<file path="src/rtl/bcd_pkg.sv">
package bcd_pkg;

  // Depth of the metastability synchroniser on each raw line
  localparam int SYNC_DEPTH = 2;

  typedef struct packed {
    logic start;
    logic stop;
    logic rise;
    logic fall;
  } bcd_evt_t;

  // Number of events raised in one cycle
  function automatic logic [2:0] bcd_evt_count(bcd_evt_t e);
    return {2'b00, e.start} + {2'b00, e.stop} + {2'b00, e.rise} + {2'b00, e.fall};
  endfunction

  // Guard reached: saturating clock-high counter at its limit
  function automatic logic bcd_guard_met(int unsigned cnt, int unsigned guard);
    return cnt >= guard;
  endfunction

endpackage

</file>
<file path="src/rtl/bcd_sync.sv">
module bcd_sync #(
  parameter int  STAGES    = 2,
  parameter logic RESET_VAL = 1'b1
) (
  input  logic clk,
  input  logic rst_n,
  input  logic d_i,
  output logic q_o
);

  logic [STAGES-1:0] chain;

  generate
    for (genvar s = 0; s < STAGES; s++) begin : g_stage
      if (s == 0) begin : g_first
        always_ff @(posedge clk or negedge rst_n) begin
          if (!rst_n) chain[0] <= RESET_VAL;
          else        chain[0] <= d_i;
        end
      end else begin : g_next
        always_ff @(posedge clk or negedge rst_n) begin
          if (!rst_n) chain[s] <= RESET_VAL;
          else        chain[s] <= chain[s-1];
        end
      end
    end
  endgenerate

  assign q_o = chain[STAGES-1];

endmodule

</file>
<file path="src/rtl/bcd_glitch_filter.sv">
module bcd_glitch_filter #(
  parameter int CYCLES = 4
) (
  input  logic clk,
  input  logic rst_n,
  input  logic d_i,
  output logic q_o
);

  localparam int CW = (CYCLES < 2) ? 1 : $clog2(CYCLES + 1);
  localparam logic [CW-1:0] LAST = CW'(CYCLES - 1);

  logic [CW-1:0] run_cnt;
  logic          differs;
  logic          accept;

  assign differs = (d_i != q_o);
  assign accept  = differs && (run_cnt == LAST);

  always_ff @(posedge clk or negedge rst_n) begin
    if (!rst_n) begin
      q_o     <= 1'b1;
      run_cnt <= '0;
    end else if (!differs) begin
      run_cnt <= '0;
    end else if (accept) begin
      q_o     <= d_i;
      run_cnt <= '0;
    end else begin
      run_cnt <= run_cnt + 1'b1;
    end
  end

endmodule

</file>
<file path="src/rtl/bcd_classify.sv">
module bcd_classify
  import bcd_pkg::*;
#(
  parameter int GUARD_CYCLES = 3
) (
  input  logic     clk,
  input  logic     rst_n,
  input  logic     scl_f,
  input  logic     sda_f,
  output bcd_evt_t evt_o,
  output logic     bit_o
);

  localparam int GW = $clog2(GUARD_CYCLES + 1);
  localparam logic [GW-1:0] GMAX = GW'(GUARD_CYCLES);

  logic          scl_q, sda_q;
  logic [GW-1:0] hi_cnt;

  logic     scl_up, scl_dn, sda_up, sda_dn;
  logic     scl_steady;
  bcd_evt_t evt_d;

  assign scl_up     = scl_f & ~scl_q;
  assign scl_dn     = ~scl_f & scl_q;
  assign sda_up     = sda_f & ~sda_q;
  assign sda_dn     = ~sda_f & sda_q;
  assign scl_steady = scl_f & scl_q & bcd_guard_met(int'(hi_cnt), GUARD_CYCLES);

  always_comb begin
    evt_d       = '0;
    evt_d.rise  = scl_up;
    evt_d.fall  = scl_dn;
    evt_d.start = scl_steady & sda_dn;
    evt_d.stop  = scl_steady & sda_up;
  end

  always_ff @(posedge clk or negedge rst_n) begin
    if (!rst_n) begin
      scl_q  <= 1'b1;
      sda_q  <= 1'b1;
      hi_cnt <= '0;
      evt_o  <= '0;
      bit_o  <= 1'b0;
    end else begin
      scl_q <= scl_f;
      sda_q <= sda_f;
      if (!scl_f)             hi_cnt <= '0;
      else if (hi_cnt != GMAX) hi_cnt <= hi_cnt + 1'b1;
      evt_o <= evt_d;
      if (scl_up) bit_o <= sda_f;
    end
  end

endmodule

</file>
<file path="src/rtl/bus_cond_detect.sv">
module bus_cond_detect
  import bcd_pkg::*;
#(
  parameter int FILT_CYCLES  = 4,
  parameter int GUARD_CYCLES = 3
) (
  input  logic clk,
  input  logic rst_n,
  input  logic scl_in,
  input  logic sda_in,
  output logic start_o,
  output logic stop_o,
  output logic scl_rise_o,
  output logic scl_fall_o,
  output logic bit_o
);

  localparam int NLINES = 2;

  logic [NLINES-1:0] raw_lines;
  logic [NLINES-1:0] sync_lines;
  logic [NLINES-1:0] filt_lines;

  assign raw_lines = {sda_in, scl_in};

  generate
    for (genvar l = 0; l < NLINES; l++) begin : g_line
      bcd_sync #(.STAGES(SYNC_DEPTH), .RESET_VAL(1'b1)) u_sync (
        .clk  (clk),
        .rst_n(rst_n),
        .d_i  (raw_lines[l]),
        .q_o  (sync_lines[l])
      );
      bcd_glitch_filter #(.CYCLES(FILT_CYCLES)) u_filt (
        .clk  (clk),
        .rst_n(rst_n),
        .d_i  (sync_lines[l]),
        .q_o  (filt_lines[l])
      );
    end
  endgenerate

  // Filtered levels, named for the checker
  logic scl_filt, sda_filt;
  assign scl_filt = filt_lines[0];
  assign sda_filt = filt_lines[1];

  bcd_evt_t evt;

  bcd_classify #(.GUARD_CYCLES(GUARD_CYCLES)) u_cls (
    .clk  (clk),
    .rst_n(rst_n),
    .scl_f(scl_filt),
    .sda_f(sda_filt),
    .evt_o(evt),
    .bit_o(bit_o)
  );

  assign start_o    = evt.start;
  assign stop_o     = evt.stop;
  assign scl_rise_o = evt.rise;
  assign scl_fall_o = evt.fall;

endmodule

</file>
<file path="config.mk">
export PLATFORM = sky130hd
export DESIGN_NAME = bus_cond_detect
export DESIGN_NICKNAME = d
export VERILOG_FILES = /design/src/rtl/bcd_pkg.sv /design/src/rtl/bcd_sync.sv /design/src/rtl/bcd_glitch_filter.sv /design/src/rtl/bcd_classify.sv /design/src/rtl/bus_cond_detect.sv
export SDC_FILE = /design/constraint.sdc
export NUM_CORES = 1
export LEC_CHECK = 0
export ABC_AREA = 1
export BUFFER_PORTS_ARGS = -buffer_cell sky130_fd_sc_hd__buf_2
export CORE_MARGIN = 2
export CORE_UTILIZATION = 54
export CTS_CLUSTER_DIAMETER = 100
export DETAILED_ROUTE_END_ITERATION = 8
export PLACE_DENSITY = 0.74
export SETUP_SLACK_MARGIN = 0.5
export SYNTH_ARGS = -nofsm -noshare
export SYNTH_HDL_FRONTEND = slang
export SYNTH_SLANG_ARGS = --single-unit
export TNS_END_PERCENT = 100
</file>
<file path="constraint.sdc">
create_clock -name clk -period 1.1 [get_ports clk]
set_input_delay 0.22 -clock clk [delete_from_list [all_inputs] [get_ports clk]]
set_output_delay 0.22 -clock clk [all_outputs]
set_load 0.01 [all_outputs]
</file>
==> results of run 1 <==
state kept, by name, summed over array words and instances (netlist names):
name / flops
u_cls.sda_q: 1
u_cls.evt_o: 4
u_cls.bit_o: 1
g_line.u_sync.q_o: 2
g_line.u_filt.q_o: 2
g_line.u_filt.run_cnt: 6
u_cls.hi_cnt: 2
g_line.u_sync.chain: 2
u_cls.scl_q: 1
Yosys cell counts (all sizes together):
master	instances
nand2	30
dfrtp	13
inv	14
nor2	11
ha	3
dfstp	8
nand3	3
worst paths after layout:
path / endpoint / slack (ps) / cells after the start
setup / recovery: bit_o / 70 / 1
hold / removal: u_cls.evt_o[0]$_DFF_PN0_ / -150 / 1
setup reg to reg: u_cls.evt_o[2]$_DFF_PN0_ / 130 / 4
hold reg to reg: g_line[1].u_sync.q_o$_DFF_PN1_ / 360 / 0
max in group asynchronous: g_line[1].u_sync.q_o$_DFF_PN1_ / 910 / 1
min in group clk: g_line[0].u_sync.chain[0]$_DFF_PN1_ / 20 / 1
per-layer routing:
layer / global-route usage, % / vias to the layer above / part of all wire (%)
met5: 0 / - / 0
met4: 5.63 / 0 / 1.4
met3: 7.76 / 2 / 7.0
met2: 23.7 / 14 / 44
met1: 20.4 / 237 / 48
li1: - / 276 / -
cells by family after synthesis:
logic type | count (synthesis) | synth area share, %
adders and majority gates | 3 | 4.68
buffers and inverters | 14 | 6.55
and+or+nand+nor | 44 | 22.0
DFF | 21 | 66.8
repair_timing:
action	4_1_cts	5_1_grt
setup endpoints to repair	22	22
pin swaps	6	5
buffers inserted	5	1
resized for setup	10	7
hold endpoints to repair	13	15
power by group through the flow:
stage / sequential (mW) / clock (mW) / combinational (mW)
after detailed placement: 1.21 / 0 / 0.506
after global placement: 1.20 / 0 / 0.496
final: 1.21 / 0.337 / 0.763
after global routing: 1.23 / 0.392 / 0.882
after CTS: 1.20 / 0.365 / 0.704
after floorplan: 1.20 / 0 / 0.351
per-stage QoR:
stage / std cells / hold WS, ps / area, µm²
after floorplan: 82 / -75.6 / 812
after global placement: 105 / 184 / 871
after detailed placement: 105 / 187 / 871
after CTS: 114 / -145 / 967
after global routing: 115 / -116 / 1000
final: 115 / -145 / 1000
final cells by class:
cell class,count,area share [%]
clock buffer,4,2.62
multi-input combinational,47,27.6
inverter,14,5.24
timing repair buffer,14,9.24
tap,15,1.87
sequential,21,53.4
cell usage in the layout (no fill, tap or decap):
cell type / count
ha_2: 1
buf_4: 4
dfrtp_1: 13
clkbuf_4: 3
dfstp_2: 8
nand2_1: 19
nor2_1: 7
inv_2: 3
buf_6: 2
clkbuf_1: 1
ha_4: 2
nor2_2: 4
nand3_1: 3
buf_2: 8
inv_1: 11
nand2_2: 10
nand2_4: 1
==> results by group, run 1 <==
Floorplan
  • Die W: 42.5 µm
  • Starting Density: 59.4%
  • Die ar.: 1810 µm²
  • Die height: 42.5 µm
  • Core footprint: 1350 µm²
  • Std cell rows: 13
  • # IOs: 9

Setup path
  • Cells along the critical path: buf_2
  • Req. time, crit path: 880 ps
  • Largest stage delay, worst path: 390 ps
  • Critical path's slowest cell: dfrtp_1
  • Max FO, Critical Path: 2
  • Worst EP arrival: 810 ps
  • Critical Path End Type: output port
  • Crit. Startpoint: u_cls.bit_o$_DFFE_PN0P_
  • CP startpoint kind: flip-flop
  • WP buf/inv: 1
  • R2r startpoint: g_line[0].u_filt.q_o$_DFFE_PN1P_
  • CP Class: reg2out
  • Crit path max-delay family: flip-flops

Pwr
  • Total power: 2.31 mW
  • Logic pwr share: 33.1%
  • Switching fraction of total power: 32.2%
  • Static Leak: 0.515 nW
  • Clock power frac: 14.6%
  • P_sw: 0.743 mW
  • Maximum VDD drop: 1.44 mV
  • Cell-internal power: 1.56 mW
  • Pwr Density: 2300 nW/µm²
  • Register share of total power: 52.3%

CTS
  • Clock sinks: 21
  • CTS max path bufs: 2
  • Root buffer cell: clkbuf_4
  • Clock transition at path regs: 100 ps
  • TritonCTS buffer count: 3
  • Worst-Skew Late Latency: 290 ps
  • TritonCTS clock tree: done
  • CTS HTree Levels: 1

STA
  • TNS Setup: 0 ps
  • FMAX: 968 MHz
  • Fin crit share: 93.9%
  • RSZ-0062 raised after global routing: yes
  • Max-Slew Margin vs Limit: 71.1%
  • Crit path setup slack, layout: 67.1 ps
  • Hold Vio Cnt, Final: 13
  • Worst hold margin: -145 ps
  • Max Clock Skew: 3.22 ps
  • Finish-stage setup viols: 0
  • Least-Margin Pin Slew: 433 ps
  • Fin crit period: 1030 ps
  • Max-slew violation count: 0

Route
  • DR pass1 iterations: 4
  • Drt initial violations: 8
  • DRC Markers: 0
  • Post-DRT Antenna Nets: 0
  • DR WL/cell: 9.39 µm
  • Avg Vias per Cell: 4.60
  • Total routed wirelength: 1080 µm
  • Routed via count: 529

Logic synthesis
  • Syn Area/Cell: 9.78 µm²
  • Syn_nets: 89
  • Yosys warning count: 0
  • Top-area cell type share of the netlist area: 40.6%
  • Area contributors post-synth: dfrtp_1, dfstp_2, nand2_1
  • Post-synth cell types: 10
  • Syn Inst Count: 82
  • Top cell type by total area after synthesis: dfrtp_1
  • Sequential element share of the synthesized area: 66.8%
  • #FFs+latches synth: 21
  • Post-Syn Area: 802 µm²

GRT
  • Tot GR Track Use: 16.0%
  • First-pass GRT wire length: 2080 µm
  • Pin count of the biggest net entering global routing: 22
  • Overflow after GRT: 0
  • Initial antenna violation count: 0
  • Vias in the first global route: 509

Hold path
  • Tightest Hold Check Type: in2async

Layout
  • Nets: 108
  • Register area: 536 µm²
  • Share of layout cells above drive strength 1: 46.0%
  • Antenna cells: 0
  • Area delta synth->final: 25.0%
  • Multi-input logic area: 277 µm²
  • Fillers: 93
  • Core Util, Final: 74.2%

Placement
  • Port bufs: 8
  • Final RePlAce weighted congestion: 0.699
  • Post-DP HPWL: 749 µm
  • Post-place setup slack: 119 ps

Status
  • Failing checks: negative hold slack
  • Outcome: complete, but fails checks

Run
  • Maxcap violations: 0
No activity file was read; power rests on OpenSTA's default activity.
==> inputs of run 2 (changes only) <==
--- a/config.mk
+++ b/config.mk
@@ -5,10 +5,10 @@
 export SDC_FILE = /design/constraint.sdc
 export NUM_CORES = 1
 export LEC_CHECK = 0
-export ABC_AREA = 1
+export ABC_AREA = 0
 export BUFFER_PORTS_ARGS = -buffer_cell sky130_fd_sc_hd__buf_2
 export CORE_MARGIN = 2
-export CORE_UTILIZATION = 54
+export CORE_UTILIZATION = 53
 export CTS_CLUSTER_DIAMETER = 100
 export DETAILED_ROUTE_END_ITERATION = 8
 export PLACE_DENSITY = 0.74
==> results by group, run 2 <==
Route
  • DR pass1 iterations: 3 (-1)
  • DRC Markers: 0 (unchanged)
  • Routed via count: 451 (-15%)
  • Total routed wirelength: 1310 µm (+21%)
  • Avg Vias per Cell: 5.13 (+11%)
  • DR WL/cell: 14.9 µm (+58%)
  • Post-DRT Antenna Nets: 0 (unchanged)
  • Drt initial violations: 1 (-7)

Logic synthesis
  • Ys async rst share: 100% (unchanged)
  • EDFF count, synth: 0 (unchanged)
  • Synth Flop Type: dfrtp_1
  • Syn Area/Cell: 16.3 µm² (+66%)
  • Syn Inst Count: 46 (-44%)
  • Area contributors post-synth: dfrtp_1, dfstp_2, ha_1
  • Top-area cell type share of the netlist area: 43.5% (+2.9 points)
  • Post-Syn Area: 748 µm² (-6.7%)
  • Commonest cells post-synth: dfrtp_1, dfstp_2, nor3b_1
  • Yosys warning count: 0 (unchanged)
  • Post-synth cell types: 13 (+3)
  • Top cell type by total area after synthesis: dfrtp_1
  • #FFs+latches synth: 21 (unchanged)
  • Syn_nets: 53 (-40%)
  • Top-count cell post-synth: dfrtp_1
  • Sequential element share of the synthesized area: 71.6% (+4.8 points)

GRT
  • Vias in the first global route: 456 (-10%)
  • First-pass GRT wire length: 2090 µm (+0.34%)
  • Pin count of the biggest net entering global routing: 22 (unchanged)
  • Tot GR Track Use: 16.8% (+0.77 points)
  • Initial antenna violation count: 0 (unchanged)
  • Overflow after GRT: 0 (unchanged)

STA
  • Max-Slew Margin vs Limit: 70.7% (-0.43 points)
  • Fin crit share: 102% (+8.3 points)
  • Least-Margin Pin Slew: 439 ps (+6.48 ps)
  • Worst hold margin: -159 ps (-13.7 ps)
  • Max-slew violation count: 0 (unchanged)
  • Fin crit period: 1120 ps (+91.2 ps)
  • Finish-stage setup viols: 3 (+3)
  • RSZ-0062 raised after global routing: yes
  • Crit path setup slack, layout: -24.1 ps (-91.2 ps)
  • Max Clock Skew: 7.11 ps (+3.89 ps)
  • FMAX: 890 MHz (-8.1%)
  • Hold Vio Cnt, Final: 13 (unchanged)

Layout
  • Fillers: 64 (-31%)
  • Most frequent cells in the layout: dfrtp_1, buf_4, dfstp_2, buf_2, buf_6
  • Register area: 536 µm² (unchanged)
  • Final instance area: 1100 µm² (+10%)
  • Antenna cells: 0 (unchanged)
  • Share of layout cells above drive strength 1: 72.6% (+27 points)
  • Area delta synth->final: 47.3%
  • Most flops, register: g_line.u_filt.run_cnt
  • Max reg flops: 6 (unchanged)
  • Largest registers: g_line.u_filt.run_cnt x6, u_cls.evt_o x4
  • Most common cell after layout, fill and taps aside: dfrtp_1
  • Multi-input logic area: 344 µm² (+24%)
  • Nets: 81 (-25%)
  • Final Non-Filler Cells: 88 (-23%)

Setup path
  • Req. time, crit path: 1330 ps (+450 ps)
  • Worst R2R Setup Slack: -20 ps (-150 ps)
  • CP startpoint kind: flip-flop
  • Max FO, Critical Path: 3 (+1)
  • Worst EP arrival: 1360 ps (+550 ps)
  • Worst Reg-to-Reg Cells: 3 (-1)
  • CP Class: reg2reg
  • Critical Path End Type: flip-flop

Placement
  • Placed cell areas: 862 µm² (-1.0%)
  • Placed cells: 70 (-33%)
  • Post-place setup slack: 2.04 ps (-117 ps)
  • Final RePlAce weighted congestion: 0.649 (-7.2%)
  • Port bufs: 8 (unchanged)
  • Post-DP HPWL: 779 µm (+4.1%)

CTS
  • TritonCTS buffer count: 3 (unchanged)
  • Clock transition at path regs: 120 ps (+20 ps)
  • Worst-Skew Late Latency: 300 ps (about the same)
  • Root buffer cell: clkbuf_4
  • CTS max path bufs: 2 (unchanged)
  • CTS HTree Levels: 1 (unchanged)
  • TritonCTS clock tree: done
  • Clock sinks: 21 (unchanged)

Floorplan
  • Die height: 41.6 µm (-2.3%)
  • Std cell rows: 13 (unchanged)
  • Die ar.: 1730 µm² (-4.5%)
  • # IOs: 9 (unchanged)
  • Die W: 41.6 µm (-2.3%)
  • Core footprint: 1320 µm² (-2.4%)
  • Starting Density: 56.8% (-2.6 points)

Hold path
  • Tightest Hold Check Type: in2async

Status
  • Failing checks: negative hold slack, negative setup slack
  • Outcome: complete, but fails checks

Run
  • Maxcap violations: 0 (unchanged)

Pwr
  • Pwr Density: 2520 nW/µm² (+9.5%)
  • Total power: 2.78 mW (+20%)
  • Static Leak: 0.507 nW (-1.6%)
  • Maximum VDD drop: 1.70 mV (+18%)
-- run 2: repair_timing --
action                                  CTS  global route
pin swaps                                 7             3
hold endpoints to repair                 13            15
endpoints found under the setup margin   22            22
buffers inserted                          8             5
gates resized for setup                  10             8
-- run 2: worst paths after layout --
check	start	end
max	g_line[0].u_filt.run_cnt[0]$_DFF_PN0_	g_line[0].u_filt.q_o$_DFFE_PN1P_
min	rst_n	u_cls.hi_cnt[1]$_DFFE_PN0P_
max reg2reg	g_line[0].u_filt.run_cnt[0]$_DFF_PN0_	g_line[0].u_filt.q_o$_DFFE_PN1P_
min reg2reg	g_line[0].u_sync.chain[0]$_DFF_PN1_	g_line[0].u_sync.q_o$_DFF_PN1_
max in group asynchronous	rst_n	g_line[0].u_filt.q_o$_DFFE_PN1P_
min in group clk	scl_in	g_line[0].u_sync.chain[0]$_DFF_PN1_
-- run 2: kinds of logic (layout without fill, tap and decap cells) --
logic type    count (synthesis)  count (layout)  share of synthesized area, %
mux                           4               4                          5.85
buf+inv                       0              27                             0
xor+xnor                      3               3                          3.51
fa+ha+maj                     3               3                          5.02
simple gates                 15              15                          14.0
flops                        21              21                          71.6
-- run 2: cell type report --
| class | count | share of cell area [%] |
|---|---|---|
| clock buffer | 3 | 2.04 |
| clock inverter | 1 | 0.454 |
| multi-input combinational | 25 | 31.2 |
| sequential | 21 | 48.6 |
| tap | 15 | 1.70 |
| timing repair buffer | 23 | 16.0 |
-- run 2: stage by stage --
step / util, % / TNS, ps
3_5_place_dp: 65.4 / 0
3_3_place_gp: 65.4 / 0
2_1_floorplan: - / -25.1
5_1_grt: 83.7 / -123
6_report: 83.7 / -41.0
4_1_cts: 76.5 / -22.0
-- run 2: per-layer routing --
metal  share of wire, %  global-route usage, %  vias up
li1                   -                      -      209
met1                 43                   20.5      229
met2                 52                   27.2       11
met3                3.6                   3.91        2
met4                1.1                   9.68        0
met5                  0                      0        -
-- run 2: power by group --
part / internal, mW / leakage, nW / switching [mW] / total, mW
sequential: 1.06 / 0.255 / 0.203 / 1.26
combinational: 0.755 / 0.233 / 0.399 / 1.15
clock: 0.135 / 0.0177 / 0.228 / 0.364
total: 1.95 / 0.507 / 0.830 / 2.78
-- run 2: worst max-delay path: stages, from the launching register on --
cell and delay [ps]:
dfrtp_1 380, ha_2 180, nor2b_4 190, mux2_4 310
==> inputs of run 3 (changes only) <==
--- a/config.mk
+++ b/config.mk
@@ -6,12 +6,12 @@
 export NUM_CORES = 1
 export LEC_CHECK = 0
 export ABC_AREA = 0
-export BUFFER_PORTS_ARGS = -buffer_cell sky130_fd_sc_hd__buf_2
 export CORE_MARGIN = 2
-export CORE_UTILIZATION = 53
+export CORE_UTILIZATION = 57
 export CTS_CLUSTER_DIAMETER = 100
 export DETAILED_ROUTE_END_ITERATION = 8
-export PLACE_DENSITY = 0.74
+export DONT_BUFFER_PORTS = 1
+export PLACE_DENSITY = 0.71
 export SETUP_SLACK_MARGIN = 0.5
 export SYNTH_ARGS = -nofsm -noshare
 export SYNTH_HDL_FRONTEND = slang
==> results by group, run 3 (synthesis gave the netlist of run 2 again) <==
Setup path
  • Largest stage delay, worst path: 420 ps (+40 ps)
  • Worst EP arrival: 1380 ps (+20 ps)
  • Critical Path End Type: flip-flop
  • R2r startpoint: g_line[0].u_filt.run_cnt[0]$_DFF_PN0_
  • CP Class: reg2reg
  • Cells along the critical path: ha_4, nor2b_4, mux2_4
  • Worst R2R Setup Slack: -40 ps (-20 ps)
  • Max FO, Critical Path: 3 (unchanged)
  • CP startpoint kind: flip-flop
  • Worst Reg-to-Reg Cells: 3 (unchanged)
  • Critical path's slowest cell: dfrtp_1
  • Crit path capture: g_line[0].u_filt.q_o$_DFFE_PN1P_
  • Crit. Startpoint: g_line[0].u_filt.run_cnt[0]$_DFF_PN0_
  • Reg-to-Reg End: g_line[0].u_filt.q_o$_DFFE_PN1P_
  • Req. time, crit path: 1340 ps (about the same)

Route
  • Total routed wirelength: 1240 µm (-5.6%)
  • DRC Markers: 0 (unchanged)
  • DR pass1 iterations: 1 (-2)
  • DR WL/cell: 17.2 µm (+15%)
  • Drt initial violations: 0 (-1)
  • Avg Vias per Cell: 5.43 (+6.0%)
  • Routed via count: 391 (-13%)
  • Post-DRT Antenna Nets: 0 (unchanged)

GRT
  • Pin count of the biggest net entering global routing: 22 (unchanged)
  • Met3 Use GR: 5.00% (+1.1 points)
  • Vias in the first global route: 402 (-12%)
  • Met2 Usage GRT: 29.8% (+2.7 points)
  • Overflow after GRT: 0 (unchanged)
  • Layer with the highest usage: met2
  • First-pass GRT wire length: 1890 µm (-9.6%)
  • Tot GR Track Use: 19.5% (+2.7 points)
  • Met1 usage: 24.5% (+3.9 points)
  • Initial antenna violation count: 0 (unchanged)

STA
  • FMAX: 875 MHz (-1.6%)
  • Max Clock Skew: 1.10 ps (-6.01 ps)
  • Crit path setup slack, layout: -42.6 ps (-18.5 ps)
  • TNS Setup: -77.9 ps (-36.9 ps)
  • Worst hold margin: -402 ps (-243 ps)
  • Least-Margin Pin Slew: 212 ps (-228 ps)
  • Finish-stage setup viols: 3 (unchanged)
  • Max-Slew Margin vs Limit: 85.9% (+15 points)
  • Fin crit period: 1140 ps (+18.5 ps)
  • Max-slew violation count: 0 (unchanged)
  • Fin crit share: 104% (+1.7 points)
  • Hold Vio Cnt, Final: 21 (+8)
  • RSZ-0062 raised after global routing: yes

Floorplan
  • Die ar.: 1620 µm² (-6.4%)
  • Starting Density: 59.0% (+2.2 points)
  • # IOs: 9 (unchanged)
  • Std cell rows: 13 (unchanged)
  • Core footprint: 1270 µm² (-3.7%)
  • Die W: 40.2 µm (-3.2%)
  • Die height: 40.2 µm (-3.2%)

Layout
  • Share of layout cells above drive strength 1: 61.4% (-11 points)
  • Largest registers: g_line.u_filt.run_cnt x6, u_cls.evt_o x4
  • Most frequent cells in the layout: dfrtp_1, dfstp_2, nor3b_2, buf_4
  • Nets: 65 (-20%)
  • Final Non-Filler Cells: 72 (-18%)
  • Most common cell after layout, fill and taps aside: dfrtp_1
  • Area delta synth->final: 32.1%
  • Antenna cells: 0 (unchanged)
  • Most flops, register: g_line.u_filt.run_cnt
  • Fillers: 67 (+4.7%)
  • Max reg flops: 6 (unchanged)

Status
  • Outcome: complete, but fails checks
  • Failing checks: negative hold slack, negative setup slack

CTS
  • Worst-Skew Late Latency: 300 ps (about the same)
  • Clock transition at path regs: 100 ps (-20 ps)
  • TritonCTS buffer count: 3 (unchanged)
  • CTS max path bufs: 2 (unchanged)
  • Cts hold-fix bufs: 2
  • Clock sinks: 21 (unchanged)
  • CTS HTree Levels: 1 (unchanged)
  • TritonCTS clock tree: done
  • Root buffer cell: clkbuf_4

Placement
  • Placed cells: 62 (-11%)
  • Post-DP HPWL: 710 µm (-8.9%)
  • Port bufs: 0 (-8)
  • Post-place setup slack: -12.2 ps (-14.3 ps)
  • Final RePlAce weighted congestion: 0.595 (-8.4%)

Pwr
  • Pwr Density: 2520 nW/µm² (+0.12%)
  • Total power: 2.50 mW (-10%)
  • Maximum VDD drop: 1.50 mV (-11%)
  • Static Leak: 0.423 nW (-17%)

Run
  • Maxcap violations: 0 (unchanged)

Hold path
  • Tightest Hold Check Type: in2async
run 3: how the worst min path moves through the flow:
stage | start | endpoint | slack, ps
floorplan | rst_n | g_line[0].u_filt.run_cnt[0]$_DFF_PN0_ | -80
global placement | rst_n | u_cls.hi_cnt[0]$_DFFE_PN0P_ | -80
detailed placement | rst_n | u_cls.hi_cnt[0]$_DFFE_PN0P_ | -80
CTS | rst_n | u_cls.hi_cnt[0]$_DFFE_PN0P_ | -410
global route | rst_n | u_cls.hi_cnt[0]$_DFFE_PN0P_ | -440
finish | rst_n | u_cls.evt_o[0]$_DFF_PN0_ | -400
run 3: power by group:
part	total [mW]	internal, mW	switching [mW]
clock network	0.356	0.141	0.214
logic	0.862	0.541	0.321
registers	1.28	1.06	0.220
total	2.50	1.74	0.755
run 3: area by class of cell:
type                    count  area [µm²]  share of cell area (%)
clock buffers               4        26.3                    2.66
flip-flops and latches     21         536                    54.2
multi-input cells          25         347                    35.1
repair buffers              7        61.3                    6.20
well taps                  15        18.8                    1.90
run 3: critical path: cells and delay by family (launching register included):
| family | cells | cell delay (ps) |
|---|---|---|
| adders and majority gates | 1 | 150 |
| muxes | 1 | 320 |
| and+or+nand+nor | 1 | 190 |
| DFF | 1 | 420 |
run 3: metal layers:
layer  vias to the layer above  share of wire [%]
met5                         -                  0
met4                         0                2.8
met3                         4                3.6
met2                        11                 49
met1                       199                 45
li1                        177                  -
run 3: repair_timing:
item                                    in CTS  in global routing
gates resized for setup                     12                  2
endpoints found under the hold margin       23                 21
gates cloned                                 0                  0
endpoints found under the setup margin      22                 22
setup buffers                                4                  0
pin swaps                                    5                  0
run 3: through the flow:
| step | hold slack [ps] | util [%] | area, µm² |
|---|---|---|---|
| floorplan | -75.6 | - | 796 |
| global placement | -75.2 | 64.8 | 822 |
| detailed placement | -75.2 | 64.8 | 822 |
| CTS | -410 | 77.1 | 978 |
| global route | -438 | 77.9 | 988 |
| finish | -402 | 77.9 | 988 |
